==> src/rtl/qspi_ctl_pkg.sv <==
package qspi_ctl_pkg;

   localparam int REG_AW = 3;

   localparam logic [REG_AW-1:0] RA_CTRL  = 3'd0;
   localparam logic [REG_AW-1:0] RA_QUEUE = 3'd1;
   localparam logic [REG_AW-1:0] RA_STAT  = 3'd2;
   localparam logic [REG_AW-1:0] RA_ADDR  = 3'd3;
   localparam logic [REG_AW-1:0] RA_DATA  = 3'd4;

   localparam int NEV    = 3;
   localparam int EV_FIN = 0;
   localparam int EV_ABT = 1;
   localparam int EV_COL = 2;

   localparam int STAT_IE_LSB    = 4;
   localparam int STAT_GUARD_LSB = 8;

   typedef struct packed {
      logic abt_lock;
      logic abt_err;
      logic col_err;
   } guard_t;

endpackage

==> src/rtl/qspi_cmd_ram.sv <==
module qspi_cmd_ram #(
   parameter int DW     = 16,
   parameter int QDEPTH = 16,
   parameter int CMD_W  = 8,
   localparam int RAM_N    = 3 * QDEPTH,
   localparam int RAW      = $clog2(RAM_N),
   localparam int PTR_W    = $clog2(QDEPTH),
   localparam int CMD_BASE = 2 * QDEPTH
) (
   input  logic             clk,
   input  logic             rst_n,
   input  logic             we,
   input  logic [RAW-1:0]   waddr,
   input  logic [DW-1:0]    wdata,
   input  logic [RAW-1:0]   raddr,
   output logic [DW-1:0]    rdata,
   input  logic [PTR_W-1:0] cmd_idx,
   output logic [CMD_W-1:0] cmd_out
);

   logic [DW-1:0]  mem [RAM_N];
   logic [DW-1:0]  wmask;
   logic           w_in_range;
   logic [RAW-1:0] cmd_loc;

   generate
      if (CMD_W < DW) begin : g_narrow_cmd
         assign wmask = (waddr >= RAW'(CMD_BASE)) ?
                        {{(DW-CMD_W){1'b0}}, {CMD_W{1'b1}}} : {DW{1'b1}};
      end else begin : g_full_cmd
         assign wmask = {DW{1'b1}};
      end
   endgenerate

   assign w_in_range = (waddr < RAW'(RAM_N));
   assign cmd_loc    = RAW'(CMD_BASE) + RAW'(cmd_idx);

   always_ff @(posedge clk or negedge rst_n) begin
      if (!rst_n) begin
         for (int i = 0; i < RAM_N; i++) mem[i] <= '0;
      end else if (we && w_in_range) begin
         mem[waddr] <= wdata & wmask;
      end
   end

   always_comb begin
      rdata = '0;
      if (raddr < RAW'(RAM_N)) rdata = mem[raddr];
   end

   assign cmd_out = mem[cmd_loc][CMD_W-1:0];

endmodule

==> src/rtl/qspi_queue_seq.sv <==
module qspi_queue_seq #(
   parameter int PTR_W = 4
) (
   input  logic             clk,
   input  logic             rst_n,
   input  logic             go,
   input  logic             stop_req,
   input  logic             stop_block,
   input  logic             done,
   input  logic [PTR_W-1:0] start_ptr,
   input  logic [PTR_W-1:0] end_ptr,
   input  logic             halt,
   input  logic             wrap,
   output logic             running,
   output logic [PTR_W-1:0] ptr,
   output logic             fin_evt,
   output logic             abt_evt
);

   logic             at_end;
   logic             last;
   logic             adv;
   logic [PTR_W-1:0] nxt;

   assign at_end  = (ptr == end_ptr);
   assign fin_evt = running & done & (halt | at_end);
   assign last    = running & done & (halt | (at_end & ~wrap));
   assign abt_evt = running & stop_req & ~stop_block;
   assign adv     = running & done & ~last;
   assign nxt     = (at_end & wrap) ? start_ptr : ptr + 1'b1;

   always_ff @(posedge clk or negedge rst_n) begin
      if (!rst_n) begin
         running <= 1'b0;
         ptr     <= '0;
      end else if (!running) begin
         if (go) begin
            running <= 1'b1;
            ptr     <= start_ptr;
         end
      end else begin
         if (abt_evt || last) running <= 1'b0;
         if (adv)             ptr     <= nxt;
      end
   end

   AST_HALT_STOPS: assert property (@(posedge clk) disable iff (!rst_n)
      running && done && halt |=> !running);

   AST_LOCK_KEEPS_RUN: assert property (@(posedge clk) disable iff (!rst_n)
      running && stop_req && stop_block && !done |=> running);

   AST_WRAP_RELOADS: assert property (@(posedge clk) disable iff (!rst_n)
      running && done && at_end && wrap && !halt && !stop_req
      |=> running && ptr == $past(start_ptr));

   AST_IDLE_PTR_HOLDS: assert property (@(posedge clk) disable iff (!rst_n)
      !running && !go |=> $stable(ptr));

endmodule

==> src/rtl/qspi_event_flags.sv <==
module qspi_event_flags #(
   parameter int NEV = 3
) (
   input  logic           clk,
   input  logic           rst_n,
   input  logic [NEV-1:0] set_evt,
   input  logic [NEV-1:0] clr_req,
   input  logic [NEV-1:0] ie,
   output logic [NEV-1:0] flags,
   output logic           irq
);

   always_ff @(posedge clk or negedge rst_n) begin
      if (!rst_n) flags <= '0;
      else        flags <= set_evt | (flags & ~clr_req);
   end

   assign irq = |(flags & ie);

   generate
      for (genvar i = 0; i < NEV; i++) begin : g_chk
         AST_SET_WINS: assert property (@(posedge clk) disable iff (!rst_n)
            set_evt[i] |=> flags[i]);
         AST_CLEAR_TAKES: assert property (@(posedge clk) disable iff (!rst_n)
            clr_req[i] && !set_evt[i] |=> !flags[i]);
         AST_HOLD_NO_CLEAR: assert property (@(posedge clk) disable iff (!rst_n)
            flags[i] && !clr_req[i] |=> flags[i]);
      end
   endgenerate

endmodule

==> src/rtl/qspi_irq_ctl.sv <==
module qspi_irq_ctl
   import qspi_ctl_pkg::*;
#(
   parameter int DW     = 16,
   parameter int QDEPTH = 16,
   parameter int CMD_W  = 8,
   localparam int PTR_W    = $clog2(QDEPTH),
   localparam int RAM_N    = 3 * QDEPTH,
   localparam int RAW      = $clog2(RAM_N),
   localparam int CMD_BASE = 2 * QDEPTH
) (
   input  logic              clk,
   input  logic              rst_n,
   input  logic              bus_sel,
   input  logic              bus_wr,
   input  logic [REG_AW-1:0] bus_addr,
   input  logic [DW-1:0]     bus_wdata,
   output logic [DW-1:0]     bus_rdata,
   output logic              bus_err,
   input  logic              eng_done,
   output logic              eng_active,
   output logic [PTR_W-1:0]  eng_idx,
   output logic [CMD_W-1:0]  eng_cmd,
   output logic              irq
);

   generate
      if (QDEPTH != (1 << PTR_W)) begin : g_bad_depth
         $error("QDEPTH must be a power of two");
      end
      if (2 * PTR_W + 2 > DW) begin : g_bad_queue_fields
         $error("queue fields do not fit the data width");
      end
      if (STAT_GUARD_LSB + 3 > DW) begin : g_bad_stat
         $error("status fields do not fit the data width");
      end
      if (CMD_W > DW || RAW > DW) begin : g_bad_widths
         $error("command or address width exceeds the data width");
      end
   endgenerate

   logic             wr_ctrl, wr_queue, wr_stat, wr_addr, wr_data;
   logic [PTR_W-1:0] start_ptr, end_ptr;
   logic             halt, wrap;
   logic [NEV-1:0]   ie;
   guard_t           guard;
   logic [RAW-1:0]   ram_addr;
   logic             running;
   logic [PTR_W-1:0] ptr;
   logic             fin_evt, abt_evt;
   logic             go, stop_req, stop_block;
   logic             collision, col_err, abt_err;
   logic [NEV-1:0]   set_evt, clr_req, flags;
   logic [DW-1:0]    ram_rdata;
   logic [RAW-1:0]   cur_cmd_loc;

   assign wr_ctrl  = bus_sel & bus_wr & (bus_addr == RA_CTRL);
   assign wr_queue = bus_sel & bus_wr & (bus_addr == RA_QUEUE);
   assign wr_stat  = bus_sel & bus_wr & (bus_addr == RA_STAT);
   assign wr_addr  = bus_sel & bus_wr & (bus_addr == RA_ADDR);
   assign wr_data  = bus_sel & bus_wr & (bus_addr == RA_DATA);

   // start / stop requests toward the sequencer
   assign go         = wr_ctrl & bus_wdata[0];
   assign stop_req   = wr_ctrl & ~bus_wdata[0] & running;
   assign stop_block = guard.abt_lock | guard.abt_err;
   assign abt_err    = stop_req & guard.abt_err;

   // write collision against the executing command slot
   assign cur_cmd_loc = RAW'(CMD_BASE) + RAW'(ptr);
   assign collision   = wr_data & running & (ram_addr == cur_cmd_loc);
   assign col_err     = collision & guard.col_err;

   assign bus_err = abt_err | col_err;

   always_ff @(posedge clk or negedge rst_n) begin
      if (!rst_n) begin
         start_ptr <= '0;
         end_ptr   <= '0;
         halt      <= 1'b0;
         wrap      <= 1'b0;
         ie        <= '0;
         guard     <= '0;
         ram_addr  <= '0;
      end else begin
         if (wr_queue) begin
            start_ptr <= bus_wdata[PTR_W-1:0];
            end_ptr   <= bus_wdata[2*PTR_W-1:PTR_W];
            halt      <= bus_wdata[2*PTR_W];
            wrap      <= bus_wdata[2*PTR_W+1];
         end
         if (wr_stat) begin
            ie    <= bus_wdata[STAT_IE_LSB +: NEV];
            guard <= bus_wdata[STAT_GUARD_LSB +: 3];
         end
         if (wr_addr) ram_addr <= bus_wdata[RAW-1:0];
      end
   end

   qspi_queue_seq #(.PTR_W(PTR_W)) u_seq (
      .clk        (clk),
      .rst_n      (rst_n),
      .go         (go),
      .stop_req   (stop_req),
      .stop_block (stop_block),
      .done       (eng_done),
      .start_ptr  (start_ptr),
      .end_ptr    (end_ptr),
      .halt       (halt),
      .wrap       (wrap),
      .running    (running),
      .ptr        (ptr),
      .fin_evt    (fin_evt),
      .abt_evt    (abt_evt)
   );

   always_comb begin
      set_evt         = '0;
      set_evt[EV_FIN] = fin_evt;
      set_evt[EV_ABT] = abt_evt;
      set_evt[EV_COL] = collision;
      clr_req         = wr_stat ? bus_wdata[NEV-1:0] : '0;
   end

   qspi_event_flags #(.NEV(NEV)) u_flags (
      .clk     (clk),
      .rst_n   (rst_n),
      .set_evt (set_evt),
      .clr_req (clr_req),
      .ie      (ie),
      .flags   (flags),
      .irq     (irq)
   );

   qspi_cmd_ram #(.DW(DW), .QDEPTH(QDEPTH), .CMD_W(CMD_W)) u_ram (
      .clk     (clk),
      .rst_n   (rst_n),
      .we      (wr_data & ~col_err),
      .waddr   (ram_addr),
      .wdata   (bus_wdata),
      .raddr   (ram_addr),
      .rdata   (ram_rdata),
      .cmd_idx (ptr),
      .cmd_out (eng_cmd)
   );

   always_comb begin
      bus_rdata = '0;
      unique case (bus_addr)
         RA_CTRL:  bus_rdata[0] = running;
         RA_QUEUE: begin
            bus_rdata[PTR_W-1:0]       = start_ptr;
            bus_rdata[2*PTR_W-1:PTR_W] = end_ptr;
            bus_rdata[2*PTR_W]         = halt;
            bus_rdata[2*PTR_W+1]       = wrap;
         end
         RA_STAT: begin
            bus_rdata[NEV-1:0]                = flags;
            bus_rdata[STAT_IE_LSB +: NEV]     = ie;
            bus_rdata[STAT_GUARD_LSB +: 3]    = guard;
         end
         RA_ADDR:  bus_rdata[RAW-1:0] = ram_addr;
         RA_DATA:  bus_rdata = ram_rdata;
         default:  bus_rdata = '0;
      endcase
   end

   assign eng_active = running;
   assign eng_idx    = ptr;

   AST_ERR_ONLY_ON_WRITE: assert property (@(posedge clk) disable iff (!rst_n)
      bus_err |-> bus_sel && bus_wr);

   AST_ABORT_FLAGGED: assert property (@(posedge clk) disable iff (!rst_n)
      eng_active && stop_req && !stop_block |=> !eng_active && flags[EV_ABT]);

   AST_COLLISION_FLAGGED: assert property (@(posedge clk) disable iff (!rst_n)
      collision |=> flags[EV_COL]);

   AST_IRQ_NEEDS_FLAG: assert property (@(posedge clk) disable iff (!rst_n)
      $rose(irq) |-> |flags);

endmodule

==> config.mk <==
export PLATFORM = sky130hd
export DESIGN_NAME = qspi_irq_ctl
export DESIGN_NICKNAME = d
export VERILOG_FILES = /design/src/rtl/qspi_ctl_pkg.sv /design/src/rtl/qspi_cmd_ram.sv /design/src/rtl/qspi_queue_seq.sv /design/src/rtl/qspi_event_flags.sv /design/src/rtl/qspi_irq_ctl.sv
export SDC_FILE = /design/constraint.sdc
export NUM_CORES = 1
export LEC_CHECK = 0
export BUFFER_PORTS_ARGS = -buffer_cell sky130_fd_sc_hd__buf_2
export CAP_MARGIN = 20
export CORE_UTILIZATION = 38
export DETAILED_ROUTE_END_ITERATION = 12
export PLACE_DENSITY = 0.53
export SYNTH_ARGS = -nofsm -noshare
export SYNTH_HDL_FRONTEND = slang
export SYNTH_SLANG_ARGS = --single-unit
==> constraint.sdc <==
create_clock -name clk -period 7.4 [get_ports clk]
set_clock_uncertainty 0.05 [all_clocks]
set_input_delay 1.48 -clock clk [delete_from_list [all_inputs] [get_ports clk]]
set_output_delay 1.48 -clock clk [all_outputs]
set_load 0.05 [all_outputs]
### After elaboration in Yosys (flattened, before gate mapping)

Cells that the tools add are included.

* word-level logic and storage cells: 147
* register bits: 798
* output and inout bits: 31

* add/sub/neg operators: 2
* reductions and logical operators: 7
* eq/ne operators: 7
* muxes and demuxes: 28
* bitwise operators: 38
* $lt $le $gt $ge: 5

Operators with widths (number)
* bitwise mux 768 bit: 1
* binary-select mux 16 bit (select 6 bit): 2
* demux 16 bit (select 6 bit): 1
* two-way mux 16 bit: 5
* AND 1 bit: 22
* AND 16 bit: 1
* two-way mux 4 bit: 4
* two-way mux 8 bit: 2
* one-hot mux 2 bit (4 select lines): 2
* greater-or-equal comparator 7 bit, second input constant: 2
* inverter 6 -> 7 bit: 2
* < comparator 7 x 1 -> 1 bit, second input constant: 1
* adder 6 x 4 -> 6 bit, first input constant: 1
* AND 3 bit: 2
* equality test 3 x 2 -> 1 bit, second input constant: 2
* equality test 6 bit: 1
* greater-or-equal comparator 6 bit, second input constant: 1
* < comparator 6 bit, second input constant: 1
* one-hot mux 1 bit (3 select lines): 2
* one-hot mux 2 bit (3 select lines): 1
* two-way mux 5 bit: 1
* inverter 1 bit: 5
* one-hot mux 1 bit (5 select lines): 1
* adder 4 x 1 -> 4 bit, second input constant: 1
* 16 further kinds: 23

### Depth between registers and ports, before layout

* depth in word-level cells: 9
* mapped depth: 11
* mapped depth without buffers: 6

### Modules after synthesis

From an unflattened synthesis, not the netlist that was laid out.

* cells, all modules: 2761
* area total of the unflattened synthesis: 37055.5 µm²

Modules (own cells, without submodules)
* qspi_cmd_ram: cells each 2589, instances 1, sequential area each 19218.4 µm², area an instance 35171.2 µm²
* qspi_irq_ctl: cells each 120, instances 1, sequential area each 550.5 µm², area an instance 1367.6 µm²
* qspi_queue_seq: cells each 41, instances 1, sequential area each 125.1 µm², area an instance 394.1 µm²
* qspi_event_flags: cells each 11, instances 1, sequential area each 75.1 µm², area an instance 122.6 µm²

### Least setup slack after synthesis

No wires, ideal clock.

* path type: in2out
* from: in bus_addr[0]
* to: out bus_rdata[9]
* buffers on the path: 1
* cell stages on the path: 4
* slack: 2682 ps
* arrival: 3188 ps
* data required time: 5870 ps
* cell sequence: clkbuf_1 nor2b_1 a22oi_1 o21ai_0

* cells in the longest elaborated chain, start to end: 2

Ends and longest elaborated chain
* start, declared: RTL line qspi_irq_ctl.sv:16 `input logic [REG_AW-1:0] bus_addr,`
* equality test 3 bit (tied with other cells): RTL line qspi_irq_ctl.sv:149 `unique case (bus_addr)`
* one-hot mux 2 bit (3 select lines) (*): RTL line qspi_irq_ctl.sv:149
* end, declared: RTL line qspi_irq_ctl.sv:18 `output logic [DW-1:0] bus_rdata,`

Mark *: on every way between the ends. The rest lies on a longest branch, timed or not.

### Worst setup path after layout

* from: reg ram_addr[1]
* to: out bus_rdata[1]

* cells in the longest elaborated chain, start to end: 6

Ends and longest elaborated chain
* start, declared: RTL line qspi_irq_ctl.sv:47 `logic [RAW-1:0] ram_addr;`
* start signal, assigned: RTL line qspi_irq_ctl.sv:96 `if (wr_addr) ram_addr <= bus_wdata[RAW-1:0];`
* inverter 6 -> 7 bit (implied by the code): RTL line qspi_cmd_ram.sv:48 `if (raddr < RAW'(RAM_N)) rdata = mem[raddr];`
* binary-select mux 16 bit (select 6 bit): RTL line qspi_cmd_ram.sv:48
* two-way mux 16 bit (implied by the code) (2 in a row): RTL line qspi_cmd_ram.sv:48
* two-way mux 16 bit: RTL line qspi_cmd_ram.sv:48
* one-hot mux 2 bit (4 select lines) (*): RTL line qspi_irq_ctl.sv:149

Mark *: on every way between the ends. The rest lies on a longest branch, timed or not. The select of a mux whose other input is x is not followed.

==> results.cfg <==
[synth]
ys_warn_count = 0
synth.largest_area_cell = dfrtp_1
synthTopCellsByArea = dfrtp_1 (54%), mux2_2 (21%), mux4_2 (5.0%)
yosysMostFrequentCell = dfrtp_1
ys_seq_area_frac = 0.5375
synth-main-ff-cell = dfrtp_1
synth-seq-cells = 798
synth_common_cells = dfrtp_1 (798), mux2_2 (695), and2_1 (135)
post-synth-top-area-fraction = 0.5375
syn-num-nets = 2747
synth_edf_count = 0
syn-mean-instance-area_um2 = 13.65
syn-cell-area_um2 = 37150
netlist_instances = 2722
async_flop_share = 1.000
ys_types = 68

[route]
vias_per_cell = 6.095
drtPass1Iterations = 5
drc = 0
drtIter0Drc = 2452
routed_wl_mm = 130.6
ant_nets = 0
num_vias = 24700
wl_per_cell_um = 32.23

[cells_and_area]
drive_gt1_frac = 0.4136
nets = 2719
design_area_um2 = 42050
synthToLayoutAreaGrowth_pct = 13.18
stdcell_count = 4053

[clocking]
cts_made_buffers = 92
path_clk_slew_ns = 0.06
ctsHoldBuffers = 0
cts-root-buf = clkbuf_16
cts.path.max_buffers = 3
cts_tree = done
cts_num_sinks = 798
htree_levels = 3
cts_resized = 0
insertion_delay_ns = 0.67
cts_setup_buffers = 0

[status]
status = complete, no violations

[floorplan]
placeableCoreArea_um2 = 96710
rows = 114
dieHeight_um = 314.7
start_util = 0.3842
io_pins = 55
dieArea_um2 = 99030
dieWidth_um = 314.7

[sta]
totalNegativeSetupSlack_ns = 0
slew_viol_final = 0
setup_viol = 0
hold_viol = 0
rsz0062_at_grt = false
layout_setup_ws_ns = 0.7439
finalCritPeriodShare = 0.8995
slew_headroom = 0.2315
worst_pin_slew_ns = 1.141
layout_min_cycle_time_ns = 6.656
fmax_mhz = 150.2

[setup_path]
required_ns = 5.87
crit_path_max_fanout = 30
arrival_ns = 5.13
crit_path_start_kind = flop
critPathCaptureType = output pin
crit_type = flop to output pin

[grt]
antenna_found_initial = 6
grt_pass1_wl_mm = 188.9
use_met2 = 0.4004
grt_max_degree = 182
first_global_vias = 25270
use_met3 = 0.05730
grtUsageTotal = 0.2650
busiest_layer = met2
grt_use_met1 = 0.3732
grt-ovfl-total = 0

[power_and_ir_drop]
leakage_nw = 20.28
p_per_area_nw_per_um2 = 283.3
vdd.ir_drop.worst_mv = 0.2047

[placement]
dp_slack_ns = 1.580
place_hpwl_mm = 83.27
dpl.cell_count = 3875
routabilityCongestion = 0.9211
dpl-instance-area_um2 = 38800
port_buffers = 54

[run]
max-cap-violations = 0

[worst_hold_path]
hold_class = flop to flop
==> path summary, 6_finish.rpt <==
kind                                    start             end  slack (ns)  depth (start not counted)
worst max-delay path              ram_addr[1]    bus_rdata[1]        0.74                          9
worst min-delay path            u_ram.mem[88]   u_ram.mem[88]        0.43                          1
worst max register to register    ram_addr[0]  u_ram.mem[714]        3.52                          8
worst min register to register  u_ram.mem[88]   u_ram.mem[88]        0.43                          1
max in group asynchronous               rst_n  u_ram.mem[671]        4.93                          2
min in group asynchronous               rst_n  u_ram.mem[599]        0.82                          1
==> cell usage in the layout, fill, tap and decap left out, types with 6 or more instances in the layout <==
| cell type | n |
|---|---|
| o22a_1 | 8 |
| buf_12 | 12 |
| nand2_1 | 47 |
| nor3_1 | 9 |
| bufinv_16 | 6 |
| clkbuf_16 | 97 |
| o221ai_1 | 6 |
| mux4_2 | 83 |
| a21oi_1 | 32 |
| mux2_2 | 695 |
| nor2b_4 | 9 |
| a22oi_1 | 48 |
| o21ai_0 | 55 |
| buf_4 | 51 |
| clkbuf_8 | 28 |
| and2_1 | 134 |
| clkbuf_1 | 18 |
| a22o_1 | 16 |
| nand2_2 | 48 |
| dfrtp_1 | 793 |
| clkinv_2 | 19 |
| o22ai_1 | 59 |
| xor2_1 | 7 |
| a221oi_1 | 100 |
| a221o_1 | 15 |
| a31oi_1 | 9 |
| nor2_1 | 48 |
| buf_2 | 54 |
| nand2b_1 | 10 |
| mux2i_1 | 123 |
| nor2_8 | 6 |
==> cells by family (layout without fill, tap and decap cells) <==
logic type	Yosys count	after routing	synth area share
other	0	4	0
AO/OA/AOI/OAI	390	390	0.07725
AND/OR/NAND/NOR	370	370	0.05860
flip-flops	798	798	0.5375
XOR/XNOR	8	8	0.001886
buffers and inverters	249	300	0.02886
adder cells (fa/ha/maj)	1	1	0.0003367
multiplexers	906	906	0.2956
==> metrics by stage <==
stage                       util  hold slack [ns]  total power [mW]
after floorplan                -           0.3942             6.095
after global placement    0.3998           0.4100             7.119
after detailed placement  0.4013           0.4155             7.167
after CTS                 0.4345           0.4310             11.96
after global routing      0.4347           0.4389             12.26
final                     0.4348           0.4284             11.91
==> critical path: stages (launching register included) <==
cell and delay [ns]:
dfrtp_4 0.76, buf_4 0.49, nor2b_4 0.74, buf_4 0.48
a221oi_1 0.15, o21ai_0 0.69, a22o_1 0.23, nor4b_1 0.06
o22ai_1 0.44, buf_2 0.36
==> where the power goes <==
| group | total (mW) | internal, mW | switching, mW | leakage [nW] |
|---|---|---|---|---|
| registers | 4.76 | 4.54 | 0.220 | 11.1 |
| clock network | 4.79 | 2.89 | 1.90 | 1.60 |
| logic | 2.37 | 0.727 | 1.64 | 7.63 |
| total | 11.9 | 8.15 | 3.76 | 20.3 |
==> cell type report <==
type | count | area (um^2)
sequential | 798 | 19980
antenna | 4 | 10.01
multi-input combinational | 1675 | 16250
timing repair buffer | 121 | 974.7
clock inverter | 30 | 337.8
clock buffer | 143 | 2880
fill | 8840 | 54650
tap | 1276 | 1597
inverter | 6 | 22.52
==> state kept, by name (all words and copies together), names as in the netlist <==
signal / count
u_seq.ptr: 4
start_ptr: 4
ie: 3
end_ptr: 4
guard: 3
halt: 1
u_flags.flags: 3
u_seq.running: 1
u_ram.mem: 768
ram_addr: 6
wrap: 1
==> layer usage <==
metal / vias to the layer above / part of all wire / wire length (um)
li1: 10060 / - / -
met1: 13400 / 0.44 / 57050
met4: 2 / 0.037 / 4785
met2: 1008 / 0.45 / 58660
met5: - / 0.000069 / 9
met3: 238 / 0.078 / 10130
Power figures use the tool's default switching activity.
